`src/rtl/occ_cnt_pkg.sv`:
```
`timescale 1ns/1ps
// Package: shared types for the occupancy counter.
// Assumes nothing beyond the strobe bundle definition.
package occ_cnt_pkg;

    // Step strobes bundled as they enter the adder.
    typedef struct packed {
        logic up;
        logic down;
    } occ_strobe_t;

endpackage

```
`src/rtl/occ_amount_gate.sv`:
```
`timescale 1ns/1ps
// Module: occ_amount_gate
// Zero-extends the restore amount to the count width and forces it to zero
// while step-down is active (step-down has priority over the amount).
// Assumes CNT_W = AMT_W + 1.
module occ_amount_gate #(
    parameter int AMT_W = 4,
    localparam int CNT_W = AMT_W + 1
) (
    input  logic             down_i,
    input  logic [AMT_W-1:0] amt_i,
    output logic [CNT_W-1:0] addend_o
);

    // Per-bit masking of the amount by the step-down strobe.
    for (genvar b = 0; b < AMT_W; b++) begin : g_mask
        assign addend_o[b] = amt_i[b] & ~down_i;
    end

    // Zero extension into the top bit.
    assign addend_o[CNT_W-1] = 1'b0;

endmodule

```
`src/rtl/occ_next_adder.sv`:
```
`timescale 1ns/1ps
// Module: occ_next_adder
// Single adder forming next = count + addend + up - down, modulo 2^CNT_W.
// Assumes the addend is already gated; purely combinational.
module occ_next_adder
    import occ_cnt_pkg::*;
#(
    parameter int CNT_W = 5
) (
    input  logic [CNT_W-1:0] cnt_i,
    input  logic [CNT_W-1:0] addend_i,
    input  occ_strobe_t      strb_i,
    output logic [CNT_W-1:0] next_o
);

    logic [CNT_W-1:0] minus_one;
    logic [CNT_W-1:0] plus_one;

    // Step terms: minus one is all ones, plus one is a single carry-in.
    always_comb begin
        minus_one = {CNT_W{strb_i.down}};
        plus_one  = CNT_W'(strb_i.up);
    end

    // Wrapping sum of all terms.
    always_comb begin
        next_o = cnt_i + addend_i + plus_one + minus_one;
    end

endmodule

```
`src/rtl/occ_count_reg.sv`:
```
`timescale 1ns/1ps
// Module: occ_count_reg
// Holds the count; synchronous active-low reset loads all ones (empty).
// Assumes next_i is already the full next-state value.
module occ_count_reg #(
    parameter int CNT_W = 5
) (
    input  logic             clk,
    input  logic             rst_n,
    input  logic [CNT_W-1:0] next_i,
    output logic [CNT_W-1:0] cnt_o
);

    // Count register with empty-code reset.
    always_ff @(posedge clk) begin
        if (!rst_n) begin
            cnt_o <= '1;
        end else begin
            cnt_o <= next_i;
        end
    end

endmodule

```
`src/rtl/occ_addn_counter.sv`:
```
`timescale 1ns/1ps
// Module: occ_addn_counter (top)
// Occupancy-minus-one counter with step-up, step-down and a restore amount.
// Step-down cancels the amount in the same cycle. It exports the registered
// count and its combinational next value. No saturation: wraps modulo 2^CNT_W.
module occ_addn_counter
    import occ_cnt_pkg::*;
#(
    parameter int ADDR_W = 4,
    localparam int CNT_W = ADDR_W + 1
) (
    input  logic              clk,
    input  logic              rst_n,
    input  logic              inc_i,
    input  logic              dec_i,
    input  logic [ADDR_W-1:0] add_n_i,
    output logic [CNT_W-1:0]  cnt_o,
    output logic [CNT_W-1:0]  cnt_next_o
);

    occ_strobe_t      strb;
    logic [CNT_W-1:0] addend;

    // Bundle the step strobes for the adder.
    always_comb begin
        strb.up   = inc_i;
        strb.down = dec_i;
    end

    occ_amount_gate #(.AMT_W(ADDR_W)) i_gate (
        .down_i   (dec_i),
        .amt_i    (add_n_i),
        .addend_o (addend)
    );

    occ_next_adder #(.CNT_W(CNT_W)) i_adder (
        .cnt_i    (cnt_o),
        .addend_i (addend),
        .strb_i   (strb),
        .next_o   (cnt_next_o)
    );

    occ_count_reg #(.CNT_W(CNT_W)) i_reg (
        .clk    (clk),
        .rst_n  (rst_n),
        .next_i (cnt_next_o),
        .cnt_o  (cnt_o)
    );

endmodule

```
`config.mk`:
```
export PLATFORM = sky130hd
export DESIGN_NAME = occ_addn_counter
export DESIGN_NICKNAME = d
export VERILOG_FILES = /design/src/rtl/occ_cnt_pkg.sv /design/src/rtl/occ_amount_gate.sv /design/src/rtl/occ_next_adder.sv /design/src/rtl/occ_count_reg.sv /design/src/rtl/occ_addn_counter.sv
export SDC_FILE = /design/constraint.sdc
export NUM_CORES = 1
export LEC_CHECK = 0
export BUFFER_PORTS_ARGS = -buffer_cell sky130_fd_sc_hd__buf_4
export CAP_MARGIN = 10
export CORE_AREA = 2 2 39 41
export CTS_CLUSTER_DIAMETER = 30
export CTS_CLUSTER_SIZE = 24
export DETAILED_ROUTE_END_ITERATION = 16
export DIE_AREA = 0 0 41 43
export SYNTH_ARGS = -nofsm -noshare
export SYNTH_HDL_FRONTEND = slang
export SYNTH_SLANG_ARGS = --single-unit
```
`constraint.sdc`:
```
create_clock -name clk -period 4.6 [get_ports clk]
set_input_delay 0.92 -clock clk [delete_from_list [all_inputs] [get_ports clk]]
set_output_delay 0.92 -clock clk [all_outputs]
set_load 0.02 [all_outputs]
```
# ---- Yosys cells after proc, flatten, opt, wreduce, memory -nomap -nowiden
# Index checks and enable logic that the tools add are counted.
dict set report word_totals {
  reg_bits 5
  latchBits 0
  ram_bits 0
  romBits 0
  in_bits 8
  output_inout_bits 10
  word_cells 9
  n_memories 0
}
dict set report op_classes {
  addsub 3
  mul 0
  div_mod_pow 0
  magnitude_cmp 0
  eq_ne 0
  shift 0
  muxes 0
  n_bitwise 5
  n_reduce_logical 0
}
# cell n
set op_table {}
lappend op_table {{5-bit by 1-bit adder with 5-bit output} 1}
lappend op_table {{5-bit by 4-bit adder with 5-bit output} 1}
lappend op_table {{5-bit adder} 1}
lappend op_table {{1-bit bitwise AND} 4}
lappend op_table {{1-bit inverter} 1}

# ---- Longest topological paths before layout
# Gate-level depths: netlist (run 1).
dict set report logic_depth {
  depth_word 5
  ltp_mapped 10
}

# ---- Hierarchy
# Synthesis (run 1) repeated with hierarchy kept, for this count alone.
dict set report hier_totals {
  cells_unflattened 40
  area_unflattened_um2 417.9
}
# mod instances cells_each area_each_um2
set modules_own_cells {}
lappend modules_own_cells {occ_next_adder 1 24 250.2}
lappend modules_own_cells {occ_count_reg 1 10 131.4}
lappend modules_own_cells {occ_amount_gate 1 6 36.3}

# ---- Worst setup path after synthesis (run 1)
# No wires, ideal clock.
dict set report synth_path {
  path_kind {in2out}
  from {input port dec_i}
  to {output port cnt_next_o[4]}
  arrival_time_ps 2606
  required_ps 3680
  slack_ps 1074
  path_stages 9
  n_path_buf 0
  path_cell_list {inv_1 fa_1 inv_1 ha_1 inv_1 fa_1 nand2b_1 a21oi_1 xnor2_1}
}
dict set report synth_between {
  elab_chain_cells 5
}
# element line
set synth_rtl {}
lappend synth_rtl {{from (decl)} occ_addn_counter.sv:15} ;# input logic dec_i,
lappend synth_rtl {{1-bit inverter} occ_amount_gate.sv:17} ;# assign addend_o[b] = amt_i[b] & ~down_i;
lappend synth_rtl {{1-bit bitwise AND} occ_amount_gate.sv:17}
lappend synth_rtl {{5-bit by 4-bit adder with 5-bit output} occ_next_adder.sv:27} ;# next_o = cnt_i + addend_i + plus_one + minus_one;
lappend synth_rtl {{5-bit by 1-bit adder with 5-bit output} occ_next_adder.sv:27}
lappend synth_rtl {{5-bit adder (*)} occ_next_adder.sv:27}
lappend synth_rtl {{to (decl)} occ_addn_counter.sv:18} ;# output logic [CNT_W-1:0] cnt_next_o
# Mark *: on every way between the ends. The rest lies on a longest branch, timed or not.

# ---- Final worst setup path (run 1)
# Same ends and word-level chain as after synthesis.

==> metrics.yaml, run 1 <==
synth:
  seq_area_frac_synth_pct: 25.16
  synthTopCellsByArea: "dfxtp_1, ha_1, xnor2_1"
  synth_seq_cells: 5
  ys_types: 14
  syn_inst: 44
  synth_top_area_share_pct: 25.16
  yosys.area.top_type: "dfxtp_1"
  synth_area_per_cell_um2: 9.043
  yosysWarningCount: 0
  synthesis.area_um2: 397.9
  syn-num-nets: 61
clock_tree:
  cts_setup_buffers: 0
  ctsHoldBuffers: 0
  cts_sinks: 5
  max-clock-path-buffers: 2
  clk_pin_slew_worst_paths_ns: 0.04
  cts_tree: "done"
  numCtsBuffers: 3
  insertion_delay_ns: 0.24
  htreeDepth: 1
  root_buffer: "clkbuf_4"
  post_cts_resize_count: 0
layout:
  drive_above_1_share_pct: 38.10
  final_cells: 79
  largestRegisters: "i_reg.cnt_o (5)"
  regMostFlops: "i_reg.cnt_o"
  largest_register_ffs: 5
  antenna_cells: 0
  final_common_cell: "buf_4"
  nets: 81
  finalInstanceArea_um2: 564.3
  final_cell_mix: "buf_4, inv_1, ha_1"
  nFillCells: 148
  area_delta_synth_final_pct: 41.82
sta:
  maxSlewHeadroom_pct: 87.26
  fin_crit_ns: 3.848
  fmax_mhz: 259.9
  setup_viol: 0
  tightest_slew_ns: 0.1898
  finalSetupTns_ns: 0
  rsz0062_at_grt: "no"
  period_share_pct: 83.65
  hold_violations: 0
  finClkSkew_ns: 0.003362
  drv_slew: 0
placed_design:
  dp_cells: 75
  placed_cell_area_um2: 538.0
  gp_congestion: 0.6515
  port_buffers: 17
worst_setup_path:
  crit_path_max_fanout: 5
  start_kind: "input pin"
  reg2regPathDepth: 10
  cp_data_arrival_time_ns: 2.93
  required_ns: 3.68
  endpoint_kind: "primary output"
  worstSetupPathType: "input pin to primary output"
floorplanning:
  die_x_um: 41
  num_io_pins: 18
  core_um2: 1384
  placementRows: 14
  dieHeight_um: 43
  initial_core_util_pct: 28.75
  fp.dieArea_um2: 1763
pwr:
  finalPower_mw: 0.4533
  power.density_nw_per_um2: 803.3
  p_leak_nw: 0.2909
  peakVddDrop_uv: 346.3
detailed_routing:
  postRouteAntennaNets: 0
  drt_wl_total_um: 734
  drt-wirelength-per-cell_um: 9.291
  routed-via-count: 321
  viasPerCell: 4.063
  drc: 0
  initialDrtViolationCount: 7
  first_pass_iters: 4
global_route:
  antenna_found_initial: 0
  overflow: 0
  grt_pass1_vias: 298
  grt_use_total_pct: 10.26
  grt_pass1_wl_um: 1117
  grt_max_degree: 6
worst_hold_path:
  worst_hold_path.num_cells: 4
  hold_path_class: "register to register"
outcome:
  outcome: "completed"
job:
  drv_cap: 0
[layer usage]
| metal | track usage (%) | up-vias | routed length, um |
|---|---|---|---|
| met1 | 11.33 | 138 | 325 |
| li1 | - | 170 | - |
| met5 | 0 | - | 0 |
| met3 | 1.571 | 2 | 57 |
| met4 | 12.00 | 0 | 15 |
| met2 | 14.37 | 11 | 335 |
[cell type report]
class / count / area, um2 / area share [%]
multi-input combinational: 29 / 260.3 / 46.12
sequential: 5 / 100.1 / 17.74
timing repair buffer: 17 / 127.6 / 22.62
tap: 16 / 20.02 / 3.548
clock buffer: 4 / 26.28 / 4.656
inverter: 8 / 30.03 / 5.322
[per-stage QoR]
| step | worst slack (ns) | hold slack, ns | utilization [%] |
|---|---|---|---|
| after global routing | 0.6014 | 0.8946 | 40.78 |
| final | 0.7523 | 0.8534 | 40.78 |
| after detailed placement | 0.7477 | 0.8599 | 38.88 |
| after CTS | 0.7186 | 0.8707 | 40.78 |
| after floorplan | 1.074 | 0.9093 | - |
| after global placement | 0.7790 | 0.8596 | 38.88 |
[final timing paths]
kind	slack, ns	startpoint	to
hold reg to reg	0.85	i_reg.cnt_o[4]$_SDFF_PN1_	i_reg.cnt_o[4]$_SDFF_PN1_
setup / recovery	0.75	dec_i	cnt_next_o[4]
hold / removal	0.85	i_reg.cnt_o[4]$_SDFF_PN1_	i_reg.cnt_o[4]$_SDFF_PN1_
setup reg to reg	2.39	i_reg.cnt_o[0]$_SDFF_PN1_	i_reg.cnt_o[4]$_SDFF_PN1_
[critical path, cell delays in order]
cell and delay [ns]:
buf_4 0.12, inv_1 0.09, fa_1 0.42, inv_1 0.07, ha_1 0.18, inv_1 0.06
fa_1 0.39, nand2b_1 0.16, a21oi_1 0.17, xnor2_1 0.16, buf_4 0.18
[where the power goes]
| part | total (mW) | internal [mW] | switching (mW) |
|---|---|---|---|
| clock network | 0.0512 | 0.0328 | 0.0184 |
| logic | 0.332 | 0.160 | 0.172 |
| registers | 0.0697 | 0.0603 | 0.00935 |
[cells by family (layout without fill, tap and decap cells)]
kind of cell,count (synthesis),after routing,synth area share (%)
simple gates,12,12,16.98
buf+inv,10,29,9.435
xor+xnor,5,5,11.01
compound gates,3,3,5.346
flops,5,5,25.16
fa+ha+maj,9,9,32.07
[cells in the mapped netlist]
master and count:
nor2b_1 1, or2_2 3, a21oi_2 1, ha_1 7, clkbuf_1 2, nand2b_1 5
a21o_1 1, nand2_1 1, dfxtp_1 5, xnor2_1 5, inv_1 8, fa_1 2
nor2_1 2, a21oi_1 1
(Power assumes the default switching activity.)
==> inputs of run 2 (changes only) <==
clock period = 4 ns   (was 4.6 ns; I/O delays follow)
==> metrics.yaml, run 2 (same netlist as run 1, synthesis figures left out) <==
outcome:
  outcome: "completed"
clock_tree:
  cts_tree: "done"
  numCtsBuffers: 3  # unchanged
  htreeDepth: 1  # unchanged
  ctsHoldBuffers: 0  # unchanged
  max-clock-path-buffers: 2  # unchanged
  post_cts_resize_count: 0  # unchanged
  clk_pin_slew_worst_paths_ns: 0.05  # about the same
  cts_setup_buffers: 0  # unchanged
  insertion_delay_ns: 0.24  # about the same
  cts_sinks: 5  # unchanged
  root_buffer: "clkbuf_4"
layout:
  final_common_cell: "buf_4"
  regMostFlops: "i_reg.cnt_o"
  final_cells: 79  # unchanged
  largest_register_ffs: 5  # unchanged
  fin_util_pct: 40.78  # unchanged
  antenna_cells: 0  # unchanged
  nets: 81  # unchanged
  area_delta_synth_final_pct: 41.82  # unchanged
  finalInstanceArea_um2: 564.3  # unchanged
  drive_above_1_share_pct: 38.10  # unchanged
  final_cell_mix: "buf_4, inv_1, ha_1"
  largestRegisters: "i_reg.cnt_o (5)"
placed_design:
  placed_cell_area_um2: 538.0  # unchanged
  dp_cells: 75  # unchanged
  gp_congestion: 0.6399  # -1.8%
  port_buffers: 17  # unchanged
  post-place-ws_ns: 0.3980  # -0.3497 ns
  place_hpwl_um: 646.3
detailed_routing:
  viasPerCell: 4.025  # -0.93%
  drt_wl_total_um: 732  # -0.27%
  routed-via-count: 318  # -0.93%
  initialDrtViolationCount: 2  # -5
  drt-wirelength-per-cell_um: 9.266  # -0.27%
  drc: 0  # unchanged
  first_pass_iters: 3  # -1
  postRouteAntennaNets: 0  # unchanged
worst_setup_path:
  endpoint_kind: "primary output"
  required_ns: 3.20  # -0.48 ns
  start_kind: "input pin"
  worstSetupPathType: "input pin to primary output"
  cp_data_arrival_time_ns: 2.79  # -0.14 ns
  crit_path_max_fanout: 5  # unchanged
floorplanning:
  fp.dieArea_um2: 1763  # unchanged
  core_um2: 1384  # unchanged
  num_io_pins: 18  # unchanged
  die_x_um: 41  # unchanged
  placementRows: 14  # unchanged
  initial_core_util_pct: 28.75  # unchanged
  dieHeight_um: 43  # unchanged
sta:
  rsz0062_at_grt: "no"
  setup_viol: 0  # unchanged
  hold_slack_ns: 0.7669  # -0.08657 ns
  finClkSkew_ns: 0.004011  # +0.0006494 ns
  drv_slew: 0  # unchanged
  maxSlewHeadroom_pct: 87.27  # about the same
  setup_ws_ns: 0.4125  # -0.3398 ns
  tightest_slew_ns: 0.1895  # -0.0002394 ns
  fmax_mhz: 278.7
  hold_violations: 0  # unchanged
  period_share_pct: 89.69
  fin_crit_ns: 3.587
  finalSetupTns_ns: 0  # unchanged
global_route:
  antenna_found_initial: 0  # unchanged
  grt_use_total_pct: 10.65  # +0.39 points
  grt_pass1_wl_um: 1221  # +9.3%
  grt_max_degree: 6  # unchanged
  overflow: 0  # unchanged
  grt_pass1_vias: 319  # +7.0%
pwr:
  finalPower_mw: 0.5213  # +15%
  peakVddDrop_uv: 347.2  # +0.26%
  power.density_nw_per_um2: 923.9  # +15%
  p_leak_nw: 0.2909  # unchanged
job:
  drv_cap: 0  # unchanged
worst_hold_path:
  hold_path_class: "input pin to register"
[run 2: worst paths after layout]
check | cells after the start | startpoint | end | slack (ns)
max reg2reg | 10 | i_reg.cnt_o[0]$_SDFF_PN1_ | i_reg.cnt_o[4]$_SDFF_PN1_ | 1.84
min | 2 | rst_n | i_reg.cnt_o[3]$_SDFF_PN1_ | 0.77
max | 11 | dec_i | cnt_next_o[4] | 0.41
min reg2reg | 4 | i_reg.cnt_o[0]$_SDFF_PN1_ | i_reg.cnt_o[1]$_SDFF_PN1_ | 0.86
[run 2: metal layers]
layer  vias to the layer above  part of all wire (%)  GRT usage (%)  wire, um
met3                         2                   7.7          1.571        56
met5                         -                     0              0         0
met4                         0                   1.4          10.00        10
li1                        172                     -              -         -
met2                        11                    51          15.00       376
met1                       133                    39          12.90       289
[run 2: critical path: stages]
cell and delay (ns):
buf_4 0.12, inv_1 0.10, fa_1 0.43, inv_1 0.07, ha_1 0.17, inv_1 0.05, fa_1 0.39, nand2b_1 0.17
a21oi_1 0.16, xnor2_1 0.16, buf_4 0.17
[run 2: layout make-up]
cell class | instances | area [um2]
fill | 143 | 819.5
multi-input combinational | 29 | 260.3
timing repair buffer | 17 | 127.6
sequential | 5 | 100.1
inverter | 8 | 30.03
clock buffer | 4 | 26.28
tap | 16 | 20.02
[run 2: where the power goes]
group          switching [mW]  internal, mW  total, mW
Clock                  0.0212        0.0378     0.0589
Combinational           0.198         0.184      0.383
Sequential             0.0105        0.0693     0.0798
